File: src/rtl/sbl_pkg.sv
package sbl_pkg;
    typedef enum logic [0:0] {
        ST_IDLE,
        ST_PREFIX_SEEN
    } sbl_state_e;

    typedef enum logic [2:0] {
        HW_PREFIX,
        HW_SUFFIX_STAY,
        HW_SUFFIX_SWITCH,
        HW_SUFFIX_UNDEF,
        HW_OTHER
    } hw_class_e;

    localparam int TAG_W = 5;
    localparam logic [TAG_W-1:0] TAG_PREFIX = 5'b11110;
    localparam logic [TAG_W-1:0] TAG_STAY   = 5'b11111;
    localparam logic [TAG_W-1:0] TAG_SWITCH = 5'b11101;
endpackage

File: src/rtl/sbl_decode.sv
module sbl_decode
    import sbl_pkg::*;
#(
    parameter int HW_W = 16
) (
    input  logic [HW_W-1:0]       instr,
    output hw_class_e             cls,
    output logic [HW_W-TAG_W-1:0] imm
);
    localparam int IMM_W = HW_W - TAG_W;

    logic [TAG_W-1:0] tag;

    assign tag = instr[HW_W-1:IMM_W];
    assign imm = instr[IMM_W-1:0];

    always_comb begin
        if (tag == TAG_PREFIX)
            cls = HW_PREFIX;
        else if (tag == TAG_STAY)
            cls = HW_SUFFIX_STAY;
        else if (tag == TAG_SWITCH)
            cls = instr[0] ? HW_SUFFIX_UNDEF : HW_SUFFIX_SWITCH;
        else
            cls = HW_OTHER;
    end
endmodule

File: src/rtl/sbl_addr.sv
module sbl_addr #(
    parameter int ADDR_W   = 32,
    parameter int IMM_W    = 11,
    parameter int HI_SHIFT = 12
) (
    input  logic [ADDR_W-1:0] pc,
    input  logic [ADDR_W-1:0] lr_in,
    input  logic [IMM_W-1:0]  imm,
    output logic [ADDR_W-1:0] prefix_lr,
    output logic [ADDR_W-1:0] stay_target,
    output logic [ADDR_W-1:0] switch_target,
    output logic [ADDR_W-1:0] ret_addr
);
    localparam int EXT_W = ADDR_W - IMM_W;

    logic [ADDR_W-1:0] imm_sx;
    logic [ADDR_W-1:0] imm_zx;
    logic [ADDR_W-1:0] imm_hi_zx;
    logic [ADDR_W-1:0] lr_aligned;

    assign imm_sx     = {{EXT_W{imm[IMM_W-1]}}, imm};
    assign imm_zx     = {{EXT_W{1'b0}}, imm};
    assign imm_hi_zx  = {{(EXT_W + 1){1'b0}}, imm[IMM_W-1:1]};
    assign lr_aligned = {lr_in[ADDR_W-1:2], 2'b00};

    assign prefix_lr     = pc + (imm_sx << HI_SHIFT);
    assign stay_target   = lr_in + (imm_zx << 1);
    assign switch_target = lr_aligned + (imm_hi_zx << 2);
    assign ret_addr      = pc - ADDR_W'(2);
endmodule

File: src/rtl/split_branch_link.sv
module split_branch_link
    import sbl_pkg::*;
#(
    parameter int ADDR_W = 32,
    parameter int HW_W   = 16
) (
    input  logic              clk,
    input  logic              rst_n,
    input  logic              in_valid,
    input  logic [HW_W-1:0]   instr,
    input  logic [ADDR_W-1:0] pc,
    input  logic [ADDR_W-1:0] lr_in,
    output logic              out_valid,
    output logic              br_taken,
    output logic [ADDR_W-1:0] br_target,
    output logic              lr_we,
    output logic [ADDR_W-1:0] lr_out,
    output logic              isa_switch,
    output logic              undef,
    output logic              unpred
);
    localparam int IMM_W = HW_W - TAG_W;

    sbl_state_e        state_q, state_d;
    hw_class_e         cls;
    logic [IMM_W-1:0]  imm;
    logic [ADDR_W-1:0] prefix_lr, stay_target, switch_target, ret_addr;
    logic              pair_ok;

    sbl_decode #(.HW_W(HW_W)) u_decode (
        .instr (instr),
        .cls   (cls),
        .imm   (imm)
    );

    sbl_addr #(.ADDR_W(ADDR_W), .IMM_W(IMM_W), .HI_SHIFT(12)) u_addr (
        .pc            (pc),
        .lr_in         (lr_in),
        .imm           (imm),
        .prefix_lr     (prefix_lr),
        .stay_target   (stay_target),
        .switch_target (switch_target),
        .ret_addr      (ret_addr)
    );

    assign pair_ok = (state_q == ST_PREFIX_SEEN);

    // Next state: a valid prefix arms the pairing, any other valid halfword disarms it
    always_comb begin
        state_d = state_q;
        if (in_valid)
            state_d = (cls == HW_PREFIX) ? ST_PREFIX_SEEN : ST_IDLE;
    end

    always_ff @(posedge clk) begin
        if (!rst_n)
            state_q <= ST_IDLE;
        else
            state_q <= state_d;
    end

    // Registered outputs
    always_ff @(posedge clk) begin
        if (!rst_n) begin
            out_valid  <= 1'b0;
            br_taken   <= 1'b0;
            br_target  <= '0;
            lr_we      <= 1'b0;
            lr_out     <= '0;
            isa_switch <= 1'b0;
            undef      <= 1'b0;
            unpred     <= 1'b0;
        end else begin
            out_valid  <= in_valid;
            br_taken   <= 1'b0;
            br_target  <= '0;
            lr_we      <= 1'b0;
            lr_out     <= '0;
            isa_switch <= 1'b0;
            undef      <= 1'b0;
            unpred     <= 1'b0;
            if (in_valid) begin
                unique case (cls)
                    HW_PREFIX: begin
                        lr_we  <= 1'b1;
                        lr_out <= prefix_lr;
                        unpred <= pair_ok;
                    end
                    HW_SUFFIX_STAY: begin
                        br_taken  <= 1'b1;
                        br_target <= stay_target;
                        lr_we     <= 1'b1;
                        lr_out    <= {ret_addr[ADDR_W-1:1], 1'b1};
                        unpred    <= !pair_ok;
                    end
                    HW_SUFFIX_SWITCH: begin
                        br_taken   <= 1'b1;
                        br_target  <= switch_target;
                        lr_we      <= 1'b1;
                        lr_out     <= ret_addr;
                        isa_switch <= 1'b1;
                        unpred     <= !pair_ok;
                    end
                    HW_SUFFIX_UNDEF: begin
                        undef  <= 1'b1;
                        unpred <= !pair_ok;
                    end
                    HW_OTHER: begin
                        unpred <= pair_ok;
                    end
                    default: ;
                endcase
            end
        end
    end

    // the undefined form neither branches nor writes LR
    p_undef_silent_r4: assert property (@(posedge clk) disable iff (!rst_n)
        undef |-> (!br_taken && !lr_we && !isa_switch));

    // a set switch is always part of a branch
    p_switch_with_branch_r11: assert property (@(posedge clk) disable iff (!rst_n)
        isa_switch |-> br_taken);

    // a switching branch lands on a word boundary
    p_switch_aligned_r3: assert property (@(posedge clk) disable iff (!rst_n)
        isa_switch |-> (br_target[1:0] == 2'b00));

    // a branch that stays in the compressed set leaves LR bit 0 set
    p_stay_lr_bit0_r5: assert property (@(posedge clk) disable iff (!rst_n)
        (br_taken && !isa_switch) |-> lr_out[0]);

    // one-cycle latency from input strobe to output strobe
    p_latency_r8: assert property (@(posedge clk) disable iff (!rst_n)
        in_valid |=> out_valid);

    p_no_spurious_r8: assert property (@(posedge clk) disable iff (!rst_n)
        !in_valid |=> !out_valid);

    p_quiet_idle_r8: assert property (@(posedge clk) disable iff (!rst_n)
        !out_valid |-> !(br_taken || lr_we || isa_switch || undef || unpred));

    // a prefix that follows a prefix is reported
    p_double_prefix_r7: assert property (@(posedge clk) disable iff (!rst_n)
        (in_valid && cls == HW_PREFIX && state_q == ST_PREFIX_SEEN) |=> unpred);
endmodule

File: config.mk
export PLATFORM = sky130hd
export DESIGN_NAME = split_branch_link
export DESIGN_NICKNAME = d
export VERILOG_FILES = /design/src/rtl/sbl_pkg.sv /design/src/rtl/sbl_decode.sv /design/src/rtl/sbl_addr.sv /design/src/rtl/split_branch_link.sv
export SDC_FILE = /design/constraint.sdc
export NUM_CORES = 1
export LEC_CHECK = 0
export CAP_MARGIN = 20
export CORE_MARGIN = 4
export CORE_UTILIZATION = 35
export DETAILED_ROUTE_END_ITERATION = 8
export DONT_BUFFER_PORTS = 1
export PLACE_DENSITY = 0.58
export SYNTH_ARGS = -nofsm -noshare
export SYNTH_HDL_FRONTEND = slang
export SYNTH_SLANG_ARGS = --single-unit
File: constraint.sdc
create_clock -name clk -period 4.05 [get_ports clk]
set_input_delay 0 -clock clk [delete_from_list [all_inputs] [get_ports clk]]
set_output_delay 0 -clock clk [all_outputs]
set_load 0.01 [all_outputs]
==> results of run 1 <==
[final cells by class]
| type | count | area [um^2] |
|---|---|---|
| Timing Repair Buffer | 90 | 893 |
| Clock inverter | 6 | 67.6 |
| Inverter | 15 | 56.3 |
| Sequential cell | 71 | 1420 |
| Fill cell | 1405 | 7630 |
| Tap cell | 180 | 225 |
| Clock buffer | 10 | 239 |
| Multi-Input combinational cell | 526 | 3460 |
[cells by family after synthesis]
family,synth area share [%]
compound gates,30.7
simple gates,21.5
flops,28.2
buf+inv,3.30
xor+xnor,7.29
fa+ha+maj,8.88
mux,0.198
[power by group through the flow]
stage | Sequential, mW | Combinational, mW | Clock (mW)
after global routing | 0.716 | 0.448 | 0.868
final | 0.716 | 0.409 | 0.822
after CTS | 0.716 | 0.403 | 0.838
after floorplan | 0.730 | 0.272 | 0
after detailed placement | 0.732 | 0.331 | 0
after global placement | 0.732 | 0.325 | 0
[timing repair]
| item | 4_1_cts | 5_1_grt |
|---|---|---|
| hold buffers | 87 | 0 |
| hold endpoints to repair | 58 | 0 |
| setup endpoints to repair | 0 | 0 |
[routing by layer]
layer  wire (um)  GRT usage (%)
met1        7090           23.9
met2        8700           36.1
met3        1560           6.13
met4         478           8.93
met5           0              0
[registers in the layout, summed over array words and instances (netlist names)]
register    count
undef           1
out_valid       1
br_target      32
unpred          1
pair_ok         1
isa_switch      1
br_taken        1
lr_we           1
lr_out         32
[how the worst min path moves through the flow]
stage	from	slack, ns	cells past startpoint	end
detailed placement	lr_in[28]	0.10	1	br_target[28]$_SDFF_PN0_
floorplan	lr_in[26]	0.1	1	br_target[26]$_SDFF_PN0_
finish	pc[13]	0.02	4	lr_out[15]$_SDFF_PN0_
global route	pc[13]	0.03	4	lr_out[15]$_SDFF_PN0_
global placement	lr_in[28]	0.10	1	br_target[28]$_SDFF_PN0_
CTS	pc[29]	0.009	4	lr_out[30]$_SDFF_PN0_
[worst max-delay path, stage by stage]
cell and delay [ns]:
dlygate4sd3_1 0.58, ha_1 0.28, fa_1 0.44, a21o_1 0.18
a21oi_1 0.35, a21o_1 0.17, o21ai_1 0.31, a22oi_2 0.54
nand2b_1 0.17, o21ai_1 0.06, dlygate4sd3_1 0.56
[through the flow]
stage | cell area (um^2) | hold slack (ns) | total power [mW] | utilization, % | setup WS (ns)
3_5_place_dp | 5180 | 0.103 | 1.06 | 37.1 | 1.47
5_1_grt | 6360 | 0.0324 | 2.03 | 45.5 | 0.506
4_1_cts | 6360 | 0.00887 | 1.96 | 45.5 | 0.720
2_1_floorplan | 5050 | 0.0958 | 1.00 | - | 1.94
6_report | 6360 | 0.0208 | 1.95 | 45.5 | 0.642
3_3_place_gp | 5180 | 0.101 | 1.06 | 37.1 | 1.57
[cells in the final DEF, fill, tap and decap left out, drive strengths merged, types with 16 or more instances in the layout]
cell type and n:
xnor2 21, ha 31, nand2 46, dfxtp 71
a21o 17, nor2 60, a21oi 70, o22ai 22
xor2 21, nor3 16, dlygate4sd3 87, o21ai 55
inv 16
==> results.tsv, run 1 <==
stage	metric	value	unit
logic_synthesis	ranking of synthesized cells by area	dfxtp_1 28%, ha_1 7.7%, a21oi_1 6.9%	
flow_run	max-cap violation count	0	
detailed_routing	Pre-Repair DR Iteration Count	6	
critical_path	worst-path fanout max	12	
timing	final max-slew violation count	0	
finish	Final Non-Filler Cells	898	
finish	P&R area growth vs syn	26.1	%
detailed_routing	vias per cell	5.97	
power	Peak supply drop	0.214	mV
global_routing	gr ovfl total	0	
power	Clk pwr share	42.2	%
clocking	clock latency on the worst-skew pair	0.35	ns
timing	Setup-failing EPs final	0	
floorplanning	starting density of the core	36.1	%
logic_synthesis	YS warnings	0	
logic_synthesis	Synth Register Bits	71	
timing	endpoints failing hold	0	
global_routing	GRT Resource Usage Total	20.9	%
finish	Net count, final	830	
floorplanning	total die area	16400	um^2
run_status	outcome	complete, no violations	
timing	min cycle time layout	3.41	ns
power	Sw Ratio	28.8	%
detailed_routing	Detailed Route WL	17.8	mm
clocking	CTS root buf	clkbuf_16	
power	pwr dens	306	nW/um^2
clocking	TritonCTS buffer count	9	
placed_design	Cells after DPL	795	
detailed_routing	DRT antenna net count	0	
power	Cell Int Power	1.39	mW
detailed_routing	initial drt markers	381	
logic_synthesis	sequential area share after synthesis	28.2	%
timing	Peak Freq	293	MHz
floorplanning	Ports	153	
floorplanning	area of the core	14000	um^2
floorplanning	Die Y-Extent	128	um
logic_synthesis	Post-synth EDFFs	0	
clocking	CTS tree	done	
critical_path	Critical path origin	lr_in[2]	
placed_design	I/O Buffers	0	
detailed_routing	Vias	5364	
timing	Least-Margin Pin Slew	0.999	ns
timing	Final Skew	0.0102	ns
global_routing	vias in the first global route	5301	
floorplanning	DIE WIDTH	128	um
clocking	clock-pin slew on the worst setup and hold paths	0.07	ns
clocking	CTS max path bufs	2	
logic_synthesis	post-synthesis cell type count	66	
critical_path	CP Launch Type	input pin	
power	NetSw	0.560	mW
critical_path	Worst Reg-to-Reg Cells	3	
global_routing	pin count of the biggest net entering global routing	32	
logic_synthesis	Synthesized Nets	757	
hold_path	Hold/Removal Path Class	in -> reg	
critical_path	Setup crit end	br_target[26]$_SDFF_PN0_	
placed_design	DPL Wire Length	12.8	mm
placed_design	GP Congestion	0.912	
timing	Setup TNS	0	ns
logic_synthesis	Post-Syn Instances	640	
power	Pleak	2.44	nW
critical_path	RR Endpoint	pair_ok$_SDFFE_PN0P_	
logic_synthesis	post-synthesis async set-or-reset flop share	0	%
critical_path	CP required	4.28	ns
finish	share of cells above drive strength 1	5.57	%
clocking	H-Tree Depth	3	
logic_synthesis	share of the synthesized area in the top cell type	28.2	%
finish	n_diodes	0	
timing	RSZ-0062 raised after global routing	no	
timing	slew margin rel.	33.4	%
power	sequential power share	36.8	%
critical_path	crit path kind	in -> reg	
logic_synthesis	commonest cells in the netlist	71 x dfxtp_1, 70 x a21oi_1, 60 x nor2_1, 45 x nand2_1, 42 x o21ai_0	
logic_synthesis	Syn Area/Cell	7.88	um^2
critical_path	crit end category	flip-flop	
global_routing	global-route wire length before repair	27.2	mm
logic_synthesis	Synth Cell Area	5050	um^2
logic_synthesis	cell taking the most area after synthesis	dfxtp_1	
power	combinational power share	21.0	%
floorplanning	Row Count	43	
global_routing	initial antenna violation count	0	
critical_path	CP Data Arrival Time	3.63	ns
clocking	Sink Count	71	
clocking	post-CTS setup buffer count	0	
critical_path	r2r setup slk	2.87	ns
timing	Final Cycle Share	84.2	%
critical_path	Reg-to-Reg Start	pair_ok$_SDFFE_PN0P_	
clocking	post-CTS resize count	0	
logic_synthesis	most common cell in the synthesized netlist	dfxtp_1	
detailed_routing	# DRC	0	
logic_synthesis	ys flop type	dfxtp_1	
detailed_routing	routed len/inst	19.8	um
Power figures use the tool's default switching activity.
==> run 2: changes to the inputs <==
==> constraint.sdc (replaced) <==
create_clock -name clk -period 3.4 [get_ports clk]
set_input_delay 0 -clock clk [delete_from_list [all_inputs] [get_ports clk]]
set_output_delay 0 -clock clk [all_outputs]
set_load 0.01 [all_outputs]
==> run 2 against run 1 <==
  * Wire length rose by 0.64%
  * Largest cell class unchanged
  * Via count fell by 0.45%
  * Power is 15% higher
  * Worst hold slack worse by 0.018 ns
  * Non-clock buffer count increased by 2
  * Setup slack worse by 0.40 ns
  * First-iteration DRC count rose by 7.9%
==> results.tsv, run 2 (same netlist as run 1, synthesis figures left out) <==
stage	metric	value	unit	change
run_status	outcome	complete, no violations		
finish	most frequent cells in the layout	85 x dlygate4sd3_1, 71 x dfxtp_1, 69 x a21oi_1		
finish	most common cell after layout, fill and taps aside	dlygate4sd3_1		
finish	top flop regs	br_target x32, lr_out x32		
detailed_routing	DRT antenna net count	0		unchanged
clocking	CTS tree	done		
clocking	CTS max path bufs	2		unchanged
floorplanning	DIE WIDTH	128	um	unchanged
floorplanning	total die area	16400	um^2	unchanged
timing	final max-slew violation count	0		unchanged
critical_path	CP required	3.63	ns	-0.65 ns
timing	Setup-failing EPs final	0		unchanged
global_routing	vias in the first global route	5233		-1.3%
global_routing	GRT busiest layer	met2		
global_routing	pin count of the biggest net entering global routing	25		-22%
detailed_routing	# DRC	0		unchanged
detailed_routing	Pre-Repair DR Iteration Count	6		unchanged
timing	Peak Freq	317	MHz	
clocking	H-Tree Depth	3		unchanged
critical_path	CP Data Arrival Time	3.39	ns	-0.24 ns
power	Pleak	2.45	nW	+0.44%
finish	P&R area growth vs syn	25.8	%	
clocking	TritonCTS buffer count	9		unchanged
critical_path	crit path kind	in -> reg		
global_routing	initial antenna violation count	0		unchanged
global_routing	met3 Usage GRT	7.00	%	+0.88 points
power	Clk pwr share	39.8	%	-2.4 points
clocking	clock latency on the worst-skew pair	0.34	ns	about the same
hold_path	Hold EP	br_target[11]$_SDFF_PN0_		
clocking	clock-pin slew on the worst setup and hold paths	0.06	ns	about the same
critical_path	r2r setup slk	2.25	ns	-0.62 ns
timing	slew margin rel.	24.8	%	-8.6 points
hold_path	Hold/Removal Path Class	in -> reg		
flow_run	max-cap violation count	0		unchanged
floorplanning	Die Y-Extent	128	um	unchanged
timing	endpoints failing hold	0		unchanged
detailed_routing	vias per cell	5.93		-0.67%
timing	Least-Margin Pin Slew	1.13	ns	+0.129 ns
global_routing	met2 track demand over resource	35.9	%	-0.28 points
finish	Final Util	45.4	%	-0.089 points
power	Peak supply drop	0.239	mV	+12%
hold_path	worst hold path depth	2		-2
timing	Final Cycle Share	92.8	%	
critical_path	worst-path fanout max	12		unchanged
finish	Net count, final	832		+0.24%
power	combinational power share	22.1	%	+1.1 points
timing	Setup TNS	0	ns	unchanged
clocking	Sink Count	71		unchanged
global_routing	gr ovfl total	0		unchanged
power	Sw Ratio	29.6	%	+0.78 points
global_routing	global-route wire length before repair	27.4	mm	+0.58%
timing	RSZ-0062 raised after global routing	no		
placed_design	GP Congestion	0.905		-0.77%
critical_path	CP Launch Type	input pin		
power	sequential power share	38.1	%	+1.3 points
critical_path	crit end category	flip-flop		
detailed_routing	initial drt markers	411		+7.9%
timing	Final Skew	0.0000991	ns	-0.0101 ns
power	NetSw	0.661	mW	+18%
global_routing	grt met1 use	24.8	%	+0.85 points
power	Cell Int Power	1.57	mW	+14%
floorplanning	Ports	153		unchanged
power	pwr dens	352	nW/um^2	+15%
global_routing	GRT Resource Usage Total	21.2	%	+0.30 points
placed_design	DPL Wire Length	12.7	mm	-0.56%
detailed_routing	routed len/inst	19.9	um	+0.42%
critical_path	RR Endpoint	pair_ok$_SDFFE_PN0P_		
critical_path	Worst Reg-to-Reg Cells	3		unchanged
detailed_routing	Vias	5340		-0.45%
placed_design	I/O Buffers	0		unchanged
hold_path	min-delay src	in_valid		
critical_path	Reg-to-Reg Start	pair_ok$_SDFFE_PN0P_		
timing	min cycle time layout	3.16	ns	
clocking	CTS root buf	clkbuf_16		
floorplanning	starting density of the core	36.1	%	unchanged
floorplanning	Row Count	43		unchanged
detailed_routing	Detailed Route WL	17.9	mm	+0.64%
finish	share of cells above drive strength 1	6.25	%	+0.68 points
finish	n_diodes	0		unchanged
floorplanning	area of the core	14000	um^2	unchanged
[run 2: worst max-delay path: stages]
cell and delay, ns:
dlygate4sd3_1 0.57, ha_1 0.26, fa_1 0.42, a21o_1 0.18, a21oi_2 0.25, a21o_1 0.17
o21ai_1 0.32, a22oi_2 0.27, buf_4 0.20, nand2b_1 0.11, o21ai_1 0.05, dlygate4sd3_1 0.56
[run 2: power groups by stage]
stage	clock (mW)	combinational, mW	sequential (mW)
floorplan	0	0.324	0.869
global placement	0	0.390	0.871
detailed placement	0	0.395	0.871
CTS	0.914	0.479	0.853
global route	0.950	0.540	0.853
finish	0.889	0.494	0.853
[run 2: worst max path at each step]
stage	start	to	slack [ns]	depth (start not counted)
floorplan	instr[0]	br_target[29]$_SDFF_PN0_	1.29	10
global placement	instr[1]	br_target[30]$_SDFF_PN0_	0.94	9
global route	instr[0]	br_target[17]$_SDFF_PN0_	0.10	12
CTS	lr_in[2]	br_target[28]$_SDFF_PN0_	0.08	11
detailed placement	instr[0]	br_target[29]$_SDFF_PN0_	0.84	10
finish	lr_in[2]	br_target[26]$_SDFF_PN0_	0.24	12
[run 2: repair_timing]
item / 4_1_cts / 5_1_grt
setup endpoints to repair: 0 / 10
hold endpoints to repair: 58 / 0
hold buffers: 85 / 0
buffers inserted: 0 / 3
gates resized for setup: 0 / 2
[run 2: area by class of cell]
| type | count | area, um^2 |
|---|---|---|
| Clock buffer | 11 | 243 |
| Tap cell | 180 | 225 |
| Multi-Input combinational cell | 526 | 3470 |
| Timing Repair Buffer | 92 | 903 |
| Fill cell | 1410 | 7640 |
| Inverter | 15 | 56.3 |
| Clock inverter | 5 | 33.8 |
| Sequential cell | 71 | 1420 |
[run 2: per-stage QoR]
stage | cells | setup slack [ns] | area (um^2) | total power, mW | hold WS, ns
CTS | 897 | 0.0825 | 6320 | 2.25 | 0.000359
global route | 900 | 0.103 | 6350 | 2.34 | 0.0239
detailed placement | 796 | 0.841 | 5190 | 1.27 | 0.103
finish | 900 | 0.243 | 6350 | 2.24 | 0.00229
global placement | 796 | 0.944 | 5190 | 1.26 | 0.0985
floorplan | 640 | 1.29 | 5050 | 1.19 | 0.0958
[run 2: routing by layer]
metal | routed length (um) | part of all wire, % | up-vias
li1 | - | - | 2559
met1 | 7160 | 40 | 2483
met2 | 8600 | 48 | 270
met3 | 1790 | 10 | 28
met4 | 389 | 2.2 | 0
met5 | 0 | 0 | -
